**src/rtl/spi_slave_pkg.sv**
```systemverilog
package spi_slave_pkg;

    typedef enum logic [1:0] {
        S_IDLE   = 2'd0,
        S_ACTIVE = 2'd1,
        S_WAIT   = 2'd2
    } eng_state_e;

endpackage

```
**src/rtl/spi_sync.sv**
```systemverilog
module spi_sync #(
    parameter int          WIDTH  = 3,
    parameter int          STAGES = 2,
    parameter logic [WIDTH-1:0] RST_VAL = '0
) (
    input  logic             clk,
    input  logic             rst_n,
    input  logic [WIDTH-1:0] async_i,
    output logic [WIDTH-1:0] sync_o
);
    logic [WIDTH-1:0] stage_q [STAGES];

    always_ff @(posedge clk or negedge rst_n) begin
        if (!rst_n) begin
            for (int s = 0; s < STAGES; s++) stage_q[s] <= RST_VAL;
        end else begin
            stage_q[0] <= async_i;
            for (int s = 1; s < STAGES; s++) stage_q[s] <= stage_q[s-1];
        end
    end

    assign sync_o = stage_q[STAGES-1];
endmodule

```
**src/rtl/spi_edge_unit.sv**
```systemverilog
module spi_edge_unit (
    input  logic clk,
    input  logic rst_n,
    input  logic sck_s,
    input  logic sel_s,
    input  logic cpol,
    output logic lead,
    output logic trail,
    output logic sel_fall,
    output logic sel_rise
);
    logic sck_norm;
    logic sck_prev_q;
    logic sel_prev_q;

    // fold polarity so that the leading edge is always a 0->1 change
    assign sck_norm = sck_s ^ cpol;

    always_ff @(posedge clk or negedge rst_n) begin
        if (!rst_n) begin
            sck_prev_q <= 1'b0;
            sel_prev_q <= 1'b1;
        end else begin
            sck_prev_q <= sck_norm;
            sel_prev_q <= sel_s;
        end
    end

    assign lead     =  sck_norm & ~sck_prev_q;
    assign trail    = ~sck_norm &  sck_prev_q;
    assign sel_fall = ~sel_s &  sel_prev_q;
    assign sel_rise =  sel_s & ~sel_prev_q;
endmodule

```
**src/rtl/spi_shifter.sv**
```systemverilog
module spi_shifter #(
    parameter int WORD_W = 16
) (
    input  logic              clk,
    input  logic              rst_n,
    input  logic              load,
    input  logic [WORD_W-1:0] load_word,
    input  logic              shift_en,
    input  logic              lead,
    input  logic              trail,
    input  logic              mosi_s,
    input  logic              lsb_first,
    output logic              out_bit,
    output logic [WORD_W-1:0] rx_word
);
    logic [WORD_W-1:0] shreg_q;
    logic              sample_q;

    always_ff @(posedge clk or negedge rst_n) begin
        if (!rst_n) begin
            shreg_q  <= '0;
            sample_q <= 1'b0;
        end else if (load) begin
            shreg_q <= load_word;
        end else if (shift_en) begin
            if (lead) sample_q <= mosi_s;
            if (trail) begin
                if (lsb_first) shreg_q <= {sample_q, shreg_q[WORD_W-1:1]};
                else           shreg_q <= {shreg_q[WORD_W-2:0], sample_q};
            end
        end
    end

    assign out_bit = lsb_first ? shreg_q[0] : shreg_q[WORD_W-1];
    // complete word as seen at the final leading edge, bit taken live
    assign rx_word = lsb_first ? {mosi_s, shreg_q[WORD_W-1:1]}
                               : {shreg_q[WORD_W-2:0], mosi_s};
endmodule

```
**src/rtl/spi_slave_engine.sv**
```systemverilog
module spi_slave_engine
    import spi_slave_pkg::*;
#(
    parameter int WORD_W      = 16,
    parameter int SYNC_STAGES = 2
) (
    input  logic              clk,
    input  logic              rst_n,
    input  logic              sck_i,
    input  logic              mosi_i,
    input  logic              sel_n_i,
    input  logic              cpol_i,
    input  logic              lsb_first_i,
    input  logic [WORD_W-1:0] tx_data_i,
    input  logic              tx_valid_i,
    output logic              tx_ready_o,
    output logic [WORD_W-1:0] rx_data_o,
    output logic              rx_valid_o,
    output logic              miso_o,
    output logic              miso_oe_o
);
    localparam int CNT_W = $clog2(WORD_W + 1);
    localparam logic [CNT_W-1:0] LAST_BIT = CNT_W'(WORD_W - 1);

    logic [2:0] pins_s;
    logic       sck_s, mosi_s, sel_s;
    logic       lead, trail, sel_fall, sel_rise;

    eng_state_e state_q, state_d;
    logic [CNT_W-1:0] cnt_q;
    logic        last_bit;
    logic        load, shift_en, done;

    logic              tx_full_q;
    logic [WORD_W-1:0] tx_hold_q;
    logic [WORD_W-1:0] rx_word;
    logic              out_bit;
    logic [WORD_W-1:0] rx_data_q;
    logic              rx_valid_q;

    spi_sync #(
        .WIDTH  (3),
        .STAGES (SYNC_STAGES),
        .RST_VAL(3'b100)
    ) i_sync (
        .clk    (clk),
        .rst_n  (rst_n),
        .async_i({sel_n_i, mosi_i, sck_i}),
        .sync_o (pins_s)
    );
    assign sck_s  = pins_s[0];
    assign mosi_s = pins_s[1];
    assign sel_s  = pins_s[2];

    spi_edge_unit i_edge (
        .clk     (clk),
        .rst_n   (rst_n),
        .sck_s   (sck_s),
        .sel_s   (sel_s),
        .cpol    (cpol_i),
        .lead    (lead),
        .trail   (trail),
        .sel_fall(sel_fall),
        .sel_rise(sel_rise)
    );

    // state register
    always_ff @(posedge clk or negedge rst_n) begin
        if (!rst_n) state_q <= S_IDLE;
        else        state_q <= state_d;
    end

    assign last_bit = (cnt_q == LAST_BIT);

    always_comb begin
        state_d = state_q;
        unique case (state_q)
            S_IDLE:   if (sel_fall) state_d = S_ACTIVE;
            S_ACTIVE: begin
                if (sel_rise)             state_d = S_IDLE;
                else if (lead && last_bit) state_d = S_WAIT;
            end
            S_WAIT:   if (sel_rise) state_d = S_IDLE;
            default:  state_d = S_IDLE;
        endcase
    end

    // outputs decoded from state
    always_comb begin
        load      = 1'b0;
        shift_en  = 1'b0;
        done      = 1'b0;
        miso_oe_o = 1'b0;
        unique case (state_q)
            S_IDLE:   load = sel_fall;
            S_ACTIVE: begin
                shift_en  = ~sel_rise;
                done      = ~sel_rise & lead & last_bit;
                miso_oe_o = 1'b1;
            end
            S_WAIT:   miso_oe_o = 1'b1;
            default:  ;
        endcase
    end

    // bit counter
    always_ff @(posedge clk or negedge rst_n) begin
        if (!rst_n)                cnt_q <= '0;
        else if (load)             cnt_q <= '0;
        else if (shift_en && lead) cnt_q <= cnt_q + 1'b1;
    end

    // single-word transmit holding register
    always_ff @(posedge clk or negedge rst_n) begin
        if (!rst_n) begin
            tx_full_q <= 1'b0;
            tx_hold_q <= '0;
        end else begin
            if (load) tx_full_q <= 1'b0;
            if (tx_valid_i && !tx_full_q) begin
                tx_full_q <= 1'b1;
                tx_hold_q <= tx_data_i;
            end
        end
    end
    assign tx_ready_o = ~tx_full_q;

    spi_shifter #(.WORD_W(WORD_W)) i_shift (
        .clk      (clk),
        .rst_n    (rst_n),
        .load     (load),
        .load_word(tx_full_q ? tx_hold_q : '0),
        .shift_en (shift_en),
        .lead     (lead),
        .trail    (trail),
        .mosi_s   (mosi_s),
        .lsb_first(lsb_first_i),
        .out_bit  (out_bit),
        .rx_word  (rx_word)
    );

    always_ff @(posedge clk or negedge rst_n) begin
        if (!rst_n) begin
            rx_valid_q <= 1'b0;
            rx_data_q  <= '0;
        end else begin
            rx_valid_q <= done;
            if (done) rx_data_q <= rx_word;
        end
    end

    assign rx_valid_o = rx_valid_q;
    assign rx_data_o  = rx_data_q;
    assign miso_o     = miso_oe_o & out_bit;
endmodule

```
**config.mk**
```make
export PLATFORM = sky130hd
export DESIGN_NAME = spi_slave_engine
export DESIGN_NICKNAME = d
export VERILOG_FILES = /design/src/rtl/spi_slave_pkg.sv /design/src/rtl/spi_sync.sv /design/src/rtl/spi_edge_unit.sv /design/src/rtl/spi_shifter.sv /design/src/rtl/spi_slave_engine.sv
export SDC_FILE = /design/constraint.sdc
export NUM_CORES = 1
export LEC_CHECK = 0
export BUFFER_PORTS_ARGS = -buffer_cell sky130_fd_sc_hd__buf_2
export CAP_MARGIN = 10
export CORE_MARGIN = 10
export CORE_UTILIZATION = 50
export DETAILED_ROUTE_END_ITERATION = 10
export PLACE_DENSITY = 0.79
export SLEW_MARGIN = 20
export SYNTH_ARGS = -nofsm -noshare
export SYNTH_HDL_FRONTEND = slang
export SYNTH_SLANG_ARGS = --single-unit
export TNS_END_PERCENT = 1
```
**constraint.sdc**
```tcl
create_clock -name clk -period 4.5 [get_ports clk]
set_input_delay 0.225 -clock clk [delete_from_list [all_inputs] [get_ports clk]]
set_output_delay 0.225 -clock clk [all_outputs]
set_load 0.01 [all_outputs]
```
==> results.md <==
- Initial antenna violation count: 0
- Initial Utilization: 51.0%
- R2r startpoint: i_edge.sel_prev_q$_DFF_PN1_
- Clock share of power: 25.1%
- Leakage Power: 1.69 nW
- Vias per std cell: 5.53
- Max-cap violation count: 0
- Skew final: 0.00448 ns
- Vias in the first global route: 2034
- Reg2reg end: i_shift.shreg_q[5]$_DFFE_PN0P_
- Final setup vio count: 0
- Post-Synthesis Cells: 246
- DR iter-0 viols: 151
- Post-Syn Area per Cell: 12.2 sq um
- H-tree depth: 3
- RSZ-0062 raised after global routing: false
- Number of synthesized flops with an enable pin: 0
- Post-route DRC: 0
- Vias: 2031
- Area contributors post-synth: dfrtp_1, mux2_2, mux2i_1
- Yosys top cell area share: 52.5%
- Die X: 97.5 um
- Antenna viol nets, final: 0
- Max clock buf depth: 2
- Worst hold margin: 0.0702 ns
- Util after Layout: 58.2%
- Share of layout cells above drive strength 1: 32.9%
- Latest clock arrival within the worst-skew pair: 0.34 ns
- FP Rows: 28
- Top_reg_cell synth: dfrtp_1
- Final GP Congestion: 0.794
- Setup crit end kind: register
- Core footprint: 0.00589 sq mm
- Pre-Repair DR Iteration Count: 4
- CTS Buf Count: 9
- Pwr Density: 532 mW/mm^2
- Max_slew headroom: 29.0%
- DRT Wirelength: 5970 um
- Fin Setup TNS: 0 ns
- Ys async rst share: 100%
- CP Class: reg2reg
- Count of different cell masters after synthesis: 37
- Synthesized flop and latch total: 66
- Final Slew Violations: 0
- NetSw: 0.575 mW
- Worst Reg-to-Reg Cells: 4
- Fin crit period: 2.57 ns
- Worst-margin pin slew: 1.06 ns
- Largest net degree at the start of global routing: 67
- Sequential-to-total area share from yosys stat: 55.1%
- Final Cycle Share: 57.2%
- Synth area leader: dfrtp_1
- Clk sinks: 66
- Peak VDD IR: 287 uV
- IO Port Bufs: 43
- Worst setup SP type: register
- Die area: 0.00950 sq mm
- Total congestion overflow: 0
- CTS root buf: clkbuf_8
- Fin nets: 316
- Placed Area: 0.00321 sq mm
- Synth Warn #: 0
- Reg2Reg Setup Slack: 1.93 ns
- Top cells by count, synth: dfrtp_1, mux2_2, mux2i_1
- Gr usage total: 13.0%
- CP required: 4.72 ns
- Die Ht: 97.5 um
- Wire length per cell: 16.3 um
- First-pass GRT wire length: 10100 um
- CTS tree: built
- Synth Net Count: 275
- Hpwl dp: 4070 um
- Total setup buffers inserted after CTS: 0
- Worst Path Max Fanout: 29
- Most numerous cell in the Yosys netlist: dfrtp_1
- # IOs: 44
- Post-route design area: 0.00342 sq mm
- Logic pwr share: 25.2%
- # diodes: 0
- Hold WC Path Type: in2async
- Sequential share of power: 49.6%
- F_max: 389 MHz
- Synthesized area: 0.00300 sq mm
- Worst Path Arrival: 2.79 ns
- Count of final hold-check violations: 0
- Switching share of power: 31.6%
- Status: finished clean
- Internal power: 1.25 mW
- Total Power: 1.82 mW
- Clk slew on worst S/H paths: 0.07 ns
- Layout Area Growth over Synthesis: 14.1%
==> layout by cell type, fill, tap and decap left out, types with 2 or more instances in the layout <==
| cell type | netlist | final |
|---|---|---|
| and3_1 | 14 | 14 |
| nor2b_1 | 3 | 3 |
| dfrtp_1 | 63 | 63 |
| dlygate4sd3_1 | 0 | 3 |
| clkbuf_1 | 3 | 2 |
| nand4_1 | 3 | 3 |
| nand2_1 | 3 | 3 |
| mux2i_1 | 21 | 21 |
| inv_1 | 4 | 4 |
| nand2b_1 | 2 | 2 |
| o21ai_0 | 4 | 4 |
| a21oi_1 | 7 | 7 |
| nor2_1 | 19 | 19 |
| nor3b_1 | 2 | 2 |
| a21oi_2 | 9 | 9 |
| ha_1 | 5 | 5 |
| a311o_1 | 12 | 12 |
| mux2_2 | 21 | 21 |
| buf_2 | 8 | 43 |
| clkinv_2 | 0 | 2 |
| clkbuf_8 | 0 | 12 |
| dfstp_2 | 3 | 3 |
| buf_4 | 5 | 3 |
| nand3_1 | 6 | 6 |
| nor3_1 | 12 | 12 |
==> cells by family (layout without fill, tap and decap cells) <==
kind of cell | count (synthesis) | in the layout | share of synthesized area, %
xor gates and xnor gates | 3 | 3 | 1.13
AOI/OAI and AO/OA | 37 | 37 | 9.80
adders and majority gates | 5 | 5 | 2.08
buffers and inverters | 24 | 70 | 4.71
muxes | 43 | 43 | 15.3
and+or+nand+nor | 68 | 68 | 11.9
DFF | 66 | 66 | 55.1
==> power by group through the flow <==
| stage | clock network [mW] | registers (mW) | logic, mW |
|---|---|---|---|
| 2_1_floorplan | 0 | 0.842 | 0.389 |
| 3_3_place_gp | 0 | 0.905 | 0.436 |
| 3_5_place_dp | 0 | 0.912 | 0.455 |
| 4_1_cts | 0.468 | 0.902 | 0.463 |
| 5_1_grt | 0.493 | 0.930 | 0.515 |
| 6_report | 0.457 | 0.904 | 0.460 |
==> layer usage <==
layer	vias up	global-route usage (%)	wire (um)
li1	966	-	-
met4	0	8.50	169
met2	62	17.3	2540
met1	990	17.8	2940
met3	13	3.70	324
met5	-	0	0
==> sequential cells by signal, indices dropped and copies added, names as in the netlist <==
| register | flops |
|---|---|
| cnt_q | 5 |
| i_edge.sck_prev_q | 1 |
| i_edge.sel_prev_q | 1 |
| i_shift.sample_q | 1 |
| i_shift.shreg_q | 16 |
| i_sync.stage_q | 3 |
| i_sync.sync_o | 3 |
| rx_data_o | 16 |
| rx_valid_o | 1 |
| state_q | 2 |
| tx_full_q | 1 |
| tx_hold_q | 16 |
==> metrics by stage <==
step / std cells / setup slack (ns)
after floorplan: 246 / 2.86
after global placement: 348 / 2.06
after detailed placement: 348 / 1.99
after CTS: 367 / 1.96
after global routing: 367 / 1.75
final: 367 / 1.93
==> repair_timing <==
| action | 4_1_cts | 5_1_grt |
|---|---|---|
| endpoints found under the hold margin | 3 | 0 |
| hold buffers | 3 | 0 |
| gates resized for setup | 0 | 0 |
==> critical path, stage by stage, from the launching register on <==
cell and delay [ns]:
dfstp_2 0.55, nand2b_1 0.21, nand4_1 0.86, and3_1 0.56, a311o_1 0.27
==> cell type report <==
| class | instances | area [sq um] |
|---|---|---|
| Clock buffer | 14 | 173 |
| Clock inverter | 2 | 10.0 |
| Fill cell | 527 | 2460 |
| Inverter | 5 | 18.8 |
| Multi-Input combinational cell | 156 | 1210 |
| Sequential cell | 66 | 1660 |
| Tap cell | 75 | 93.8 |
| Timing Repair Buffer | 49 | 268 |
==> how the worst max path moves through the flow <==
stage	cells after the start	slack (ns)	start	end
after global placement	4	2.06	i_edge.sel_prev_q$_DFF_PN1_	i_shift.shreg_q[10]$_DFFE_PN0P_
after floorplan	8	2.86	cnt_q[0]$_DFFE_PN0P_	rx_data_o[10]$_DFFE_PN0P_
after global routing	4	1.75	i_edge.sel_prev_q$_DFF_PN1_	i_shift.shreg_q[5]$_DFFE_PN0P_
after CTS	4	1.96	i_edge.sel_prev_q$_DFF_PN1_	i_shift.shreg_q[5]$_DFFE_PN0P_
final	4	1.93	i_edge.sel_prev_q$_DFF_PN1_	i_shift.shreg_q[5]$_DFFE_PN0P_
after detailed placement	4	1.99	i_edge.sel_prev_q$_DFF_PN1_	i_shift.shreg_q[8]$_DFFE_PN0P_
(Power assumes the default switching activity.)
